**src/rtl/oc_pkg.sv**
```systemverilog
package oc_pkg;
    localparam int XLEN = 8;
    localparam int NREG = 4;
    localparam int RIDX = $clog2(NREG);
    localparam int OPW  = XLEN - 2 * RIDX;

    typedef logic [XLEN-1:0] word_t;
    typedef logic [RIDX-1:0] ridx_t;

    typedef enum logic [OPW-1:0] {
        OP_NOP = 4'h0, OP_LDI, OP_LD, OP_ST, OP_ADD, OP_INC,
        OP_NEG, OP_SUB, OP_JMP, OP_BRZ, OP_BRN
    } opc_t;

    typedef struct packed {
        opc_t  op;
        ridx_t rd;
        word_t a;
        word_t b;
    } exs_t;

    typedef struct packed {
        logic  we;
        ridx_t rd;
        word_t data;
    } wbs_t;

    function automatic logic is_alu(opc_t op);
        return op inside {OP_ADD, OP_INC, OP_NEG, OP_SUB};
    endfunction

    function automatic logic is_load(opc_t op);
        return op inside {OP_LD, OP_LDI};
    endfunction

    function automatic logic is_mem(opc_t op);
        return is_load(op) || (op == OP_ST);
    endfunction

    function automatic logic is_wr(opc_t op);
        return is_alu(op) || is_load(op);
    endfunction
endpackage

```
**src/rtl/oc_alu.sv**
```systemverilog
module oc_alu
    import oc_pkg::*;
(
    input  opc_t  op,
    input  word_t src_a,
    input  word_t src_d,
    output word_t y,
    output logic  zf,
    output logic  nf
);
    always_comb begin
        case (op)
            OP_ADD:  y = src_d + src_a;
            OP_INC:  y = src_d + word_t'(1);
            OP_NEG:  y = word_t'(0) - src_a;
            OP_SUB:  y = src_d - src_a;
            default: y = src_a;
        endcase
    end

    assign zf = (y == '0);
    assign nf = y[XLEN-1];
endmodule

```
**src/rtl/oc_fwd.sv**
```systemverilog
module oc_fwd
    import oc_pkg::*;
(
    input  ridx_t sel,
    input  logic  ex_wr,
    input  ridx_t ex_rd,
    input  word_t ex_val,
    input  logic  wb_wr,
    input  ridx_t wb_rd,
    input  word_t wb_val,
    input  word_t rf_val,
    output word_t val
);
    // Youngest producer wins: execute stage before write-back stage.
    always_comb begin
        if (ex_wr && (ex_rd == sel))      val = ex_val;
        else if (wb_wr && (wb_rd == sel)) val = wb_val;
        else                              val = rf_val;
    end
endmodule

```
**src/rtl/oc_regfile.sv**
```systemverilog
module oc_regfile
    import oc_pkg::*;
#(
    parameter int NRD = 2
) (
    input  logic                      clk,
    input  logic                      rst,
    input  logic                      we,
    input  ridx_t                     wa,
    input  word_t                     wd,
    input  logic [NRD-1:0][RIDX-1:0]  ra,
    output logic [NRD-1:0][XLEN-1:0]  rdata
);
    logic [NREG-1:0][XLEN-1:0] regs_d, regs_q;

    always_comb begin
        regs_d = regs_q;
        if (we) regs_d[wa] = wd;
    end

    always_ff @(posedge clk) begin
        if (rst) regs_q <= '0;
        else     regs_q <= regs_d;
    end

    for (genvar i = 0; i < NRD; i++) begin : g_rd
        assign rdata[i] = regs_q[ra[i]];
    end

    // registers change only through the write-back port
    a_r4_rf_quiet: assert property (@(posedge clk) disable iff (rst)
        !we |=> regs_q == $past(regs_q));
    a_r4_rf_write: assert property (@(posedge clk) disable iff (rst)
        we |=> regs_q[$past(wa)] == $past(wd));
endmodule

```
**src/rtl/oc_core.sv**
```systemverilog
module oc_core
    import oc_pkg::*;
#(
    parameter word_t DISP_ADDR = '1
) (
    input  logic            clk,
    input  logic            rst,
    output logic [XLEN-1:0] mem_addr,
    input  logic [XLEN-1:0] mem_rdata,
    output logic [XLEN-1:0] mem_wdata,
    output logic            mem_we,
    output logic [XLEN-1:0] disp_out
);
    typedef struct packed {
        word_t iar;
        word_t ir;
        exs_t  ex;
        wbs_t  wb;
        logic  zf;
        logic  nf;
        word_t disp;
    } core_t;

    core_t q, d;

    opc_t  dop;
    ridx_t drd, dra;
    word_t alu_y, ex_res;
    logic  alu_z, alu_n;
    logic  take, ex_wr;
    word_t bus_addr;
    logic  bus_we;
    logic [1:0][RIDX-1:0] rf_sel;
    logic [1:0][XLEN-1:0] rf_val;
    logic [1:0][XLEN-1:0] opnd;   // [0] source field S, [1] destination field D

    assign dop       = opc_t'(q.ir[XLEN-1 -: OPW]);
    assign drd       = q.ir[2*RIDX-1 -: RIDX];
    assign dra       = q.ir[RIDX-1:0];
    assign rf_sel[0] = dra;
    assign rf_sel[1] = drd;

    oc_regfile #(.NRD(2)) u_rf (
        .clk   (clk),
        .rst   (rst),
        .we    (q.wb.we),
        .wa    (q.wb.rd),
        .wd    (q.wb.data),
        .ra    (rf_sel),
        .rdata (rf_val)
    );

    oc_alu u_alu (
        .op    (q.ex.op),
        .src_a (q.ex.a),
        .src_d (q.ex.b),
        .y     (alu_y),
        .zf    (alu_z),
        .nf    (alu_n)
    );

    assign ex_res = is_load(q.ex.op) ? q.ex.a : alu_y;
    assign ex_wr  = is_wr(q.ex.op);

    for (genvar p = 0; p < 2; p++) begin : g_fwd
        oc_fwd u_fwd (
            .sel    (rf_sel[p]),
            .ex_wr  (ex_wr),
            .ex_rd  (q.ex.rd),
            .ex_val (ex_res),
            .wb_wr  (q.wb.we),
            .wb_rd  (q.wb.rd),
            .wb_val (q.wb.data),
            .rf_val (rf_val[p]),
            .val    (opnd[p])
        );
    end

    always_comb begin
        d        = q;
        bus_addr = q.iar;
        bus_we   = 1'b0;
        take     = 1'b0;

        // decode stage: bus use and control transfer
        case (dop)
            OP_LD: bus_addr = opnd[0];
            OP_ST: begin
                bus_addr = opnd[0];
                bus_we   = 1'b1;
                if (opnd[0] == DISP_ADDR) d.disp = opnd[1];
            end
            OP_JMP:  take = 1'b1;
            OP_BRZ:  take = q.zf;
            OP_BRN:  take = q.nf;
            default: ;
        endcase

        // fetch stage: a bus-using decode turns the fetch into a bubble
        d.ir = is_mem(dop) ? word_t'(0) : mem_rdata;
        if ((dop == OP_LD) || (dop == OP_ST)) d.iar = q.iar;
        else                                  d.iar = q.iar + word_t'(1);
        if (take) d.iar = opnd[0];

        // decode -> execute staging, loaded every cycle
        d.ex.op = dop;
        d.ex.rd = drd;
        d.ex.a  = is_load(dop) ? mem_rdata : opnd[0];
        d.ex.b  = opnd[1];

        // execute -> write-back staging, loaded every cycle
        d.wb.we   = ex_wr;
        d.wb.rd   = q.ex.rd;
        d.wb.data = ex_res;
        if (is_alu(q.ex.op)) begin
            d.zf = alu_z;
            d.nf = alu_n;
        end
    end

    always_ff @(posedge clk) begin
        if (rst) q <= '0;
        else     q <= d;
    end

    assign mem_addr  = bus_addr;
    assign mem_we    = bus_we;
    assign mem_wdata = opnd[1];
    assign disp_out  = q.disp;

    // a bus-using instruction in decode leaves a bubble behind it
    a_r10_mem_bubble: assert property (@(posedge clk) disable iff (rst)
        is_mem(dop) |=> q.ir == '0);
    // LD and ST hold the fetch address
    a_r10_iar_hold: assert property (@(posedge clk) disable iff (rst)
        ((dop == OP_LD) || (dop == OP_ST)) |=> q.iar == $past(q.iar));
    // flags untouched by non-ALU instructions in execute
    a_r3_flag_hold: assert property (@(posedge clk) disable iff (rst)
        !is_alu(q.ex.op) |=> (q.zf == $past(q.zf)) && (q.nf == $past(q.nf)));
    // flags agree with the staged ALU result
    a_r3_flag_track: assert property (@(posedge clk) disable iff (rst)
        is_alu(q.ex.op) |=> (q.zf == (q.wb.data == '0)) && (q.nf == q.wb.data[XLEN-1]));
    // display changes only after a store strobe to the display address
    a_r8_disp_src: assert property (@(posedge clk) disable iff (rst)
        (disp_out != $past(disp_out)) |-> ($past(mem_we) && ($past(mem_addr) == DISP_ADDR)));
endmodule

```
**config.mk**
```make
export PLATFORM = sky130hd
export DESIGN_NAME = oc_core
export DESIGN_NICKNAME = d
export VERILOG_FILES = /design/src/rtl/oc_pkg.sv /design/src/rtl/oc_alu.sv /design/src/rtl/oc_fwd.sv /design/src/rtl/oc_regfile.sv /design/src/rtl/oc_core.sv
export SDC_FILE = /design/constraint.sdc
export NUM_CORES = 1
export LEC_CHECK = 0
export CAP_MARGIN = 15
export CORE_AREA = 2 2 105 117
export DETAILED_ROUTE_END_ITERATION = 7
export DIE_AREA = 0 0 107 119
export DONT_BUFFER_PORTS = 1
export PLACE_DENSITY = 0.58
export SKIP_CTS_REPAIR_TIMING = 1
export SYNTH_ARGS = -nofsm -noshare
export SYNTH_HDL_FRONTEND = slang
export SYNTH_SLANG_ARGS = --single-unit
export TNS_END_PERCENT = 1
```
**constraint.sdc**
```tcl
create_clock -name clk -period 4.6 [get_ports clk]
set_clock_uncertainty 0.1 [all_clocks]
set_input_delay 0.69 -clock clk [delete_from_list [all_inputs] [get_ports clk]]
set_output_delay 0.69 -clock clk [all_outputs]
set_load 0.05 [all_outputs]
```
==> out/metrics.cfg <==
[yosys]
synth_edf_count=0
syn_nets=579
synth_cell_types=54
synth_area_per_cell_sq_um=9.07
ys_seq_area_frac=0.360
synthFlopType=dfxtp_1
synthArstFlopShare=0
ys_ff_latch=91
syn_inst=558
synth.cell_area_sq_mm=0.00506
ys.warnings.count=0

[floorplanning]
fp.dieW_microns=107
ios=35
chipHeight_microns=119
rows=42
initial_core_util=0.432
coreArea_sq_mm=0.0117
die-area_sq_mm=0.0127

[setup_path]
required_ns=3.81
crit_chain=or4_1, nor2_2, a21oi_1, o22ai_1, ha_1, nand3_1, a21oi_1, or4_1, a31oi_1, o2bb2ai_2, mux2i_4, mux2_4
start_kind=register
worstPathMaxFanout=7
arrival_ns=3.64
critPathSlowestCell=or4_1
crit_type=reg2out
worstSetupEndpointType=primary output
max_stage_delay_ns=0.60

[grt]
overflow=0
grtUsageTotal=0.197
grt_pass1_wl_microns=19800
grt_max_degree=85
grt_pass1_vias=3755
antenna_found_initial=0

[power]
comb_power_share=0.194
internal_power_mw=1.48
clkPwrFrac=0.393
irDropWorstVdd_mv=0.174
power_frac_seq=0.413
swShare=0.289
switching_power_mw=0.603
p_leak_nw=2.34
pwr_density_cell_mw_per_mm2=380

[status]
status=finished, final reports clean

[sta]
rsz0062_at_grt=no
worst_slew_margin_rel=0.272
maxSlewViolCount=0
timing.final.ws_setup_ns=0.173
setup_tns_ns=0
finalHoldViolations=0
fin_crit_ns=4.43
max_slew.worst_pin.slew_ns=1.08
min_period_over_period=0.962
setup_viol=0
max_freq_ghz=0.226

[cts]
cts_max_path_buffers=2
cts_buffers=9
worstSkewPairLatency_ns=0.34
root_buffer=clkbuf_16
clkTransAtPathRegs_ns=0.07
tritoncts=done
cts.sinks=91
htree_levels=3

[finish]
area.growth.synth_to_final_pct=8.45
drive_gt1_frac=0.137
insertedDiodeCount=0
nNetsFinal=557

[routing]
drtPass1Iterations=4
drt-total-wl_microns=12200
drc_errors=0
num_vias=3838
drt_iter0_drc=233
wl_per_cell_microns=17.6
ant_nets=0
via_per_inst=5.52

[hold_path]
hold_class=in2reg

[job]
max-cap-violations=0

[placed_design]
place_ws_ns=0.294
io_buffers=0
place_congestion=0.808
dp.final_hpwl_microns=8910

[critical path, delay by kind of cell (launching register included)]
| kind | cells | cell delay (ns) |
|---|---|---|
| AO/OA/AOI/OAI | 5 | 0.74 |
| AND/OR/NAND/NOR | 4 | 1.33 |
| adder cells (fa/ha/maj) | 1 | 0.31 |
| multiplexers | 2 | 0.56 |
| flip-flops | 1 | 0.36 |
[power by group through the flow]
| stage | registers, mW | clock network (mW) | logic (mW) |
|---|---|---|---|
| 4_1_cts | 0.861 | 0.833 | 0.397 |
| 5_1_grt | 0.867 | 0.869 | 0.438 |
| 2_1_floorplan | 0.856 | 0 | 0.338 |
| 6_report | 0.862 | 0.819 | 0.404 |
| 3_5_place_dp | 0.879 | 0 | 0.394 |
| 3_3_place_gp | 0.879 | 0 | 0.391 |
[metal layers]
layer  vias to the layer above  wire (microns)  GRT usage
met4                         0             146     0.0593
met2                        47            6240      0.342
met5                         -               0          0
met1                      1878            5580      0.254
li1                       1904               -          -
met3                         9             240     0.0268
[cells in the mapped netlist, drive strengths merged, types with 3 or more instances]
cell type / instances / share of area
dfxtp: 91 / 0.36
nor2: 78 / 0.058
mux2i: 51 / 0.10
nand2: 36 / 0.027
buf: 29 / 0.035
nor2b: 26 / 0.032
o21ai: 26 / 0.026
a21oi: 21 / 0.021
clkbuf: 21 / 0.016
inv: 17 / 0.013
mux2: 17 / 0.039
mux4: 16 / 0.071
nand3: 12 / 0.012
xnor2: 12 / 0.021
ha: 10 / 0.025
a31oi: 9 / 0.011
and2: 9 / 0.011
a211oi: 8 / 0.012
nand3b: 8 / 0.012
xor2: 8 / 0.014
nand2b: 7 / 0.0087
a21o: 4 / 0.0059
o22ai: 4 / 0.0049
nand4: 3 / 0.0037
or3: 3 / 0.0037
or4: 3 / 0.0052
[per-stage QoR]
step | instances | area [sq um] | utilization | power [mW] | hold slack [ns]
floorplan | 558 | 5060 | - | 1.19 | 0.332
global placement | 679 | 5130 | 0.437 | 1.27 | 0.350
detailed placement | 679 | 5130 | 0.437 | 1.27 | 0.355
CTS | 695 | 5460 | 0.466 | 2.09 | 0.315
global route | 695 | 5490 | 0.468 | 2.17 | 0.310
finish | 695 | 5490 | 0.468 | 2.09 | 0.329
[cells by family (layout without fill, tap and decap cells)]
kind of cell | Yosys count | in the layout | synth area share
flip-flops | 91 | 91 | 0.360
XOR/XNOR | 20 | 20 | 0.0346
adder cells (fa/ha/maj) | 11 | 11 | 0.0287
AND/OR/NAND/NOR | 200 | 200 | 0.198
buffers and inverters | 67 | 50 | 0.0630
AO/OA/AOI/OAI | 85 | 85 | 0.105
multiplexers | 84 | 84 | 0.211
[path summary, 6_finish.rpt]
kind | depth (start not counted) | slack, ns | startpoint | end
worst min register to register | 2 | 0.37 | q[8] | q[8]
worst max register to register | 12 | 0.60 | q[39] | disp_out[7]
worst max-delay path | 12 | 0.17 | q[31] | mem_addr[6]
worst min-delay path | 1 | 0.33 | rst | q[14]
[placed cells by master, fill, tap and decap left out, types with 7 or more instances in the layout]
cell type  synthesis  final
ha_1              10     10
nor2b_1           26     26
a21oi_1           21     21
buf_4             16     17
mux4_2            16     16
xor2_1             8      8
a211oi_1           8      8
nand2_1           36     36
inv_1             17     17
and2_1             9      9
dfxtp_1           91     91
nand2b_1           7      7
o21ai_1            0     11
a31oi_1            9      9
nand3_1           12     12
o21ai_0           26     15
mux2i_1           51     50
xnor2_1           12     12
nor2_1            78     77
clkbuf_16          0      9
nand3b_1           8      8
mux2_2            16     15
[area by class of cell]
type	count	area (sq um)
fill	1130	6230
multi-input combinational	400	2950
sequential	91	1820
clock buffer	11	253
tap	154	193
timing repair buffer	17	128
clock inverter	5	85.1
inverter	17	63.8
[sequential cells by signal (all words and copies together), names as in the netlist]
| signal | flops |
|---|---|
| u_rf.regs_q | 32 |
| disp_out | 8 |
| q | 41 |
| dra | 2 |
| d | 8 |
Note: power is estimated with default switching activity, not from simulation.
